===== config.mk =====
export PLATFORM = sky130hd
export DESIGN_NAME = regfile_bitslice
export DESIGN_NICKNAME = d
export VERILOG_FILES = /design/src/rtl/rfbs_pkg.sv /design/src/rtl/rfbs_mux_tree.sv /design/src/rtl/rfbs_slice.sv /design/src/rtl/regfile_bitslice.sv
export SDC_FILE = /design/constraint.sdc
export NUM_CORES = 1
export LEC_CHECK = 0
export BUFFER_PORTS_ARGS = -buffer_cell sky130_fd_sc_hd__buf_2
export CAP_MARGIN = 10
export CORE_MARGIN = 2
export CORE_UTILIZATION = 62
export CTS_CLUSTER_SIZE = 30
export DETAILED_ROUTE_END_ITERATION = 10
export HOLD_SLACK_MARGIN = 0.05
export PLACE_DENSITY = 0.8
export RECOVER_POWER = 100
export SYNTH_ARGS = -nofsm -noshare
export SYNTH_HDL_FRONTEND = slang
export SYNTH_SLANG_ARGS = --single-unit

===== constraint.sdc =====
create_clock -name clk -period 2.9 [get_ports clk]
set_input_delay 0.29 -clock clk [delete_from_list [all_inputs] [get_ports clk]]
set_output_delay 0.29 -clock clk [all_outputs]
set_load 0.02 [all_outputs]

===== src/rtl/rfbs_pkg.sv =====
package rfbs_pkg;
  // Rotation applied inside slice idx: groups of 'step' slices share one order.
  function automatic int slice_rot(input int idx, input int step, input int aw);
    return (idx / step) % aw;
  endfunction
endpackage


===== src/rtl/rfbs_mux_tree.sv =====
// Binary selection tree over 2**AW leaves, built heap-style: node n has
// children 2n+1 (select 0) and 2n+2 (select 1); the root is node 0.
// Depth d is steered by sel[AW-1-d], so sel[0] drives the 2-way level.
module rfbs_mux_tree #(
  parameter int AW = 3
) (
  input  logic [(1<<AW)-1:0] leaves,
  input  logic [AW-1:0]      sel,
  output logic               out
);
  localparam int N     = 1 << AW;
  localparam int NODES = 2 * N - 1;

  logic [NODES-1:0] node;

  genvar j, d, q;
  generate
    for (j = 0; j < N; j++) begin : g_leaf
      assign node[N - 1 + j] = leaves[j];
    end
    for (d = 0; d < AW; d++) begin : g_depth
      for (q = 0; q < (1 << d); q++) begin : g_node
        localparam int IDX = (1 << d) - 1 + q;
        assign node[IDX] = sel[AW-1-d] ? node[2*IDX+2] : node[2*IDX+1];
      end
    end
  endgenerate

  assign out = node[0];
endmodule


===== src/rtl/rfbs_slice.sv =====
// One bit of every register, with a private write decoder and two read trees,
// all fed by the same rotated copy of the address bits.
module rfbs_slice #(
  parameter int AW  = 3,
  parameter int ROT = 0
) (
  input  logic          clk,
  input  logic          rst_n,
  input  logic          wr_en,
  input  logic [AW-1:0] wr_addr,
  input  logic          wr_bit,
  input  logic [AW-1:0] rdi_addr,
  input  logic [AW-1:0] rdr_addr,
  output logic          rdi_bit,
  output logic          rdr_bit
);
  localparam int NREG = 1 << AW;

  logic [AW-1:0]   wr_p, rdi_p, rdr_p;
  logic [NREG-1:0] row_we;
  logic [NREG-1:0] mem_d, mem_q;

  // Level k takes logical address bit (k + ROT) mod AW.
  genvar k;
  generate
    for (k = 0; k < AW; k++) begin : g_rot
      localparam int SRC = (k + ROT) % AW;
      assign wr_p[k]  = wr_addr[SRC];
      assign rdi_p[k] = rdi_addr[SRC];
      assign rdr_p[k] = rdr_addr[SRC];
    end
  endgenerate

  // Write decoder on the permuted address.
  always_comb begin
    for (int r = 0; r < NREG; r++) begin
      row_we[r] = wr_en && (wr_p == AW'(r));
    end
  end

  // Next-state.
  always_comb begin
    mem_d = mem_q;
    for (int r = 0; r < NREG; r++) begin
      if (row_we[r]) mem_d[r] = wr_bit;
    end
  end

  // State, with the clock enable written out.
  always_ff @(posedge clk or negedge rst_n) begin
    if (!rst_n) begin
      mem_q <= '0;
    end else if (wr_en) begin
      mem_q <= mem_d;
    end
  end

  rfbs_mux_tree #(.AW(AW)) u_tree_i (.leaves(mem_q), .sel(rdi_p), .out(rdi_bit));
  rfbs_mux_tree #(.AW(AW)) u_tree_r (.leaves(mem_q), .sel(rdr_p), .out(rdr_bit));

  // The physical row chosen by the rotated write address holds the bit.
  assert_slice_store_R9: assert property (@(posedge clk) disable iff (!rst_n)
    wr_en |=> mem_q[$past(wr_p)] == $past(wr_bit));
endmodule


===== src/rtl/regfile_bitslice.sv =====
module regfile_bitslice #(
  parameter int ADDR_W   = 4,
  parameter int DATA_W   = 16,
  parameter int ROT_STEP = 1
) (
  input  logic              clk,
  input  logic              rst_n,
  input  logic              wr_en,
  input  logic [ADDR_W-1:0] wr_addr,
  input  logic [DATA_W-1:0] wr_data,
  input  logic              wr_par_inv,
  input  logic [ADDR_W-1:0] rdi_addr,
  input  logic [ADDR_W-1:0] rdr_addr,
  output logic [DATA_W-1:0] rdi_data,
  output logic              rdi_perr,
  output logic [DATA_W-1:0] rdr_data,
  output logic              rdr_perr
);
  import rfbs_pkg::*;

  localparam int NSLICE = DATA_W + 1;   // data slices plus the parity slice
  localparam int PAR    = DATA_W;

  logic [NSLICE-1:0] slice_wr, slice_i, slice_r;

  // Even parity on the write side; the inject bit flips it.
  assign slice_wr = {(^wr_data) ^ wr_par_inv, wr_data};

  genvar s;
  generate
    for (s = 0; s < NSLICE; s++) begin : g_slice
      rfbs_slice #(
        .AW (ADDR_W),
        .ROT(slice_rot(s, ROT_STEP, ADDR_W))
      ) u_slice (
        .clk     (clk),
        .rst_n   (rst_n),
        .wr_en   (wr_en),
        .wr_addr (wr_addr),
        .wr_bit  (slice_wr[s]),
        .rdi_addr(rdi_addr),
        .rdr_addr(rdr_addr),
        .rdi_bit (slice_i[s]),
        .rdr_bit (slice_r[s])
      );
    end
  endgenerate

  assign rdi_data = slice_i[DATA_W-1:0];
  assign rdr_data = slice_r[DATA_W-1:0];
  assign rdi_perr = ^slice_i;
  assign rdr_perr = ^slice_r;

  // ---- port-level properties ----
  assert_reset_zero_R1: assert property (@(posedge clk)
    !rst_n |-> (rdi_data == '0 && rdr_data == '0 && !rdi_perr && !rdr_perr));

  assert_wr_read_i_R2: assert property (@(posedge clk) disable iff (!rst_n)
    wr_en |=> (rdi_addr != $past(wr_addr)) || (rdi_data == $past(wr_data)));

  assert_wr_read_r_R4: assert property (@(posedge clk) disable iff (!rst_n)
    wr_en |=> (rdr_addr != $past(wr_addr)) || (rdr_data == $past(wr_data)));

  assert_hold_R5: assert property (@(posedge clk) disable iff (!rst_n)
    !wr_en |=> (rdi_addr != $past(rdi_addr)) || $stable(rdi_data));

  assert_clean_par_R6: assert property (@(posedge clk) disable iff (!rst_n)
    (wr_en && !wr_par_inv) |=> (rdi_addr != $past(wr_addr)) || !rdi_perr);

  assert_inject_par_R7: assert property (@(posedge clk) disable iff (!rst_n)
    (wr_en && wr_par_inv) |=> (rdr_addr != $past(wr_addr)) || rdr_perr);
endmodule


==> impl_metrics.py <==
metrics = {
    "final_layout": {
        "multi_input_area_um2": 7690,
        "n_fill_cell": 1562,
        "top_regs": "g_slice.u_slice.mem_q (272)",
        "utilization": 0.728,
        "finalNonFillerCells": 1449,
        "largest_register_ffs": 272,
        "drive_above_1_share": 0.589,
        "areaGrowthSynthToFinish_pct": 16.3,
        "final_nets": 1134,
        "top_register": "g_slice.u_slice.mem_q",
        "seq_area_um2": 6810,
        "design_area_um2": 17600,
    },
    "job": {
        "maxCapViolations": 5,
    },
    "route": {
        "firstDrtPassIters": 4,
        "drt_wl_total_um": 40100,
        "drt_iter0_markers": 991,
        "vias": 9692,
        "wl_per_cell_um": 27.7,
        "postRouteAntennaNets": 0,
        "drcViolationCount": 0,
        "vias_per_cell": 6.69,
    },
    "sta": {
        "finalMaxSlewViolations": 157,
        "worst_clock_skew_ns": 0,
        "setup_ws_ns": -0.676,
        "whs_ns": 0.209,
        "slew_headroom": -0.573,
        "worst_slew_pin_slew_ns": 2.36,
        "grt_setup_unrepaired": "yes",
        "clock.fmax_ghz": 0.280,
        "setup_viol": 2,
        "period_share": 1.23,
        "hold_violations": 0,
        "period_minus_slack_ns": 3.58,
    },
    "floorplanning": {
        "fp.dieH_um": 160,
        "dieArea_um2": 25600,
        "num_rows": 57,
        "core_region_area_um2": 24100,
        "start_util": 0.626,
        "die_w_um": 160,
        "pin_count": 66,
    },
    "synth": {
        "synth_cells": 959,
        "synth_cell_types": 24,
        "ys_seq_elements": 272,
        "synth_nets": 991,
        "synth_top_cell_by_area": "dfrtp_1",
        "synthTopCellsByArea": "dfrtp_1, mux4_2, mux2_2, mux4_1, xnor2_1",
        "yosysTopAreaCellShare": 0.451,
        "synth.avg_cell_area_um2": 15.7,
        "ys_warn_count": 0,
        "netlist_area_um2": 15100,
        "ys_seq_area_frac": 0.451,
    },
    "worst_hold_path": {
        "hold_end": "g_slice[3].u_slice.mem_q[8]$_DFFE_PN0P_",
        "min_from": "wr_data[3]",
        "hold_class": "primary input to flip-flop",
        "hold_depth": 2,
    },
    "placed_design": {
        "post-dp-hpwl_um": 26900,
        "place_congestion": 0.858,
        "dp_slack_ns": -0.429,
        "placed_cells": 1383,
        "port_buffers": 65,
        "placed_area_um2": 16600,
    },
    "worst_setup_path": {
        "path_class": "flip-flop to output pin",
        "endpoint_kind": "output pin",
        "slowest_delay_ns": 0.57,
        "reg2reg_to": "g_slice[11].u_slice.mem_q[2]$_DFFE_PN0P_",
        "cp_data_required_time_ns": 2.61,
        "r2r_cells": 3,
        "worstReg2RegStart": "g_slice[11].u_slice.mem_q[2]$_DFFE_PN0P_",
        "critPathArrivalTime_ns": 3.29,
        "cp_cell_sequence": "mux4_2 > mux4_2 > xor2_2 > xnor2_2 > xnor3_1 > xnor2_2 > buf_4",
        "cp-start-kind": "flip-flop",
        "cp_max_fo": 3,
        "regToRegSetupSlack_ns": 1.89,
        "critPathSlowestCell": "mux4_2",
    },
    "grt": {
        "grt_max_degree": 94,
        "antenna_found_initial": 2,
        "overflow": 0,
        "grt_pass1_wl_um": 61800,
        "grt_use_total": 0.323,
        "grt_pass1_vias": 10400,
    },
    "power_and_ir_drop": {
        "p_comb_frac": 0.351,
        "p_leak_nw": 7.44,
        "p_sw_mw": 4.42,
        "p_per_area_nw_per_um2": 821,
        "p_sw_frac": 0.307,
        "seqPwrFrac": 0.379,
        "internal-power_mw": 9.99,
        "clockPowerShare": 0.270,
        "vdd_ir_drop_max_mv": 0.557,
    },
    "clock_network": {
        "cts_sinks": 272,
        "cts_made_buffers": 29,
        "path_clk_slew_ns": 0.06,
        "h-tree-depth": 1,
        "tritoncts": "yes",
        "cts_max_path_buffers": 3,
        "clk_latency_ns": 0.55,
        "clock-root-buffer": "clkbuf_16",
    },
    "run_status": {
        "violations": "capacitance limit, slew limit, setup timing",
        "status": "finished with violations",
    },
}
[repair_timing]
action,CTS,global route
gates resized for setup,9,22
hold endpoints to repair,88,0
setup endpoints to repair,2,2
hold buffers,1,0
setup buffers,7,4
pin swaps,7,11
[routing by layer]
layer  vias to the layer above  global-route usage  wire (um)
met5                         -                   0         13
met4                         2               0.144       1900
met3                       136              0.0566       3340
met2                       494               0.522      19700
met1                      5090               0.439      15200
li1                       3970                   -          -
[area by class of cell]
type | instances | share of cell area
Antenna cell | 1 | 0.000143
Clock buffer | 45 | 0.0505
Clock inverter | 8 | 0.00699
Multi-Input combinational cell | 576 | 0.438
Sequential cell | 272 | 0.388
Tap cell | 324 | 0.0231
Timing Repair Buffer | 223 | 0.0932
[cells in the mapped netlist]
library cell and count:
mux4_1 12, xor2_1 8, mux4_2 142, nor2_1 16, xnor2_1 35, xnor3_1 2
buf_1 2, a22oi_1 14, buf_6 10, nand3b_1 4, nand2b_1 4, buf_2 22
nand3_1 29, mux2_2 272, xnor2_2 1, dfrtp_1 272, or3_1 1, mux2i_1 6
nand2_1 16, nor3b_1 1, nor2b_1 13, buf_12 1, clkbuf_1 36, buf_4 40
[stage by stage]
stage               TNS [ns]  total power [mW]
detailed placement    -0.670              10.1
global placement      -0.698              9.93
floorplan                  0              8.64
CTS                    -1.15              14.3
global route           -3.89              14.9
finish                 -1.21              14.4
[power groups by stage]
stage          logic [mW]  registers (mW)  clock network (mW)
2_1_floorplan        3.42            5.22                   0
3_3_place_gp         4.52            5.41                   0
3_5_place_dp         4.62            5.49                   0
4_1_cts              4.96            5.43                3.93
5_1_grt              5.28            5.58                4.08
6_report             5.06            5.45                3.90
[cell families (layout without fill, tap and decap cells)]
| group | count (synthesis) | after routing | synth area share |
|---|---|---|---|
| DFF | 272 | 272 | 0.451 |
| and+or+nand+nor | 84 | 84 | 0.0275 |
| buffers and inverters | 111 | 276 | 0.0454 |
| other | 0 | 1 | 0 |
| muxes | 432 | 432 | 0.440 |
| AOI/OAI and AO/OA | 14 | 14 | 0.00697 |
| xor gates and xnor gates | 46 | 46 | 0.0290 |
[layout by cell type (no fill, tap or decap), types with 4 or more instances in the layout]
cell,count
mux4_2,145
clkbuf_8,10
nand3b_1,4
a22oi_2,5
dfrtp_1,272
nor2_1,16
nand3_1,29
clkbuf_16,29
xor2_1,5
nand2b_1,4
mux2i_1,6
mux2_2,270
a22oi_1,9
buf_12,17
xnor2_1,27
nor2b_1,13
buf_2,49
nand2_1,16
clkbuf_1,45
buf_6,5
xnor2_2,9
buf_4,100
clkbuf_4,11
mux4_1,9
[worst max-delay path by stage]
stage                                              startpoint       end  slack [ns]  depth (start not counted)
floorplan                                         rdr_addr[0]  rdr_perr        0.08                          9
global placement                                  rdr_addr[2]  rdr_perr       -0.45                         10
global route        g_slice[15].u_slice.mem_q[15]$_DFFE_PN0P_  rdr_perr       -0.69                          7
finish              g_slice[15].u_slice.mem_q[15]$_DFFE_PN0P_  rdr_perr       -0.68                          7
detailed placement                                rdr_addr[2]  rdr_perr       -0.43                         10
CTS                 g_slice[15].u_slice.mem_q[15]$_DFFE_PN0P_  rdr_perr       -0.63                          7
[critical path, delay by kind of cell, from the launching register on]
family / cells / cell delay [ns]
xor gates and xnor gates: 4 / 1.12
buffers and inverters: 1 / 0.19
DFF: 1 / 0.40
muxes: 2 / 1.03
No activity file was read; power rests on OpenSTA's default activity.
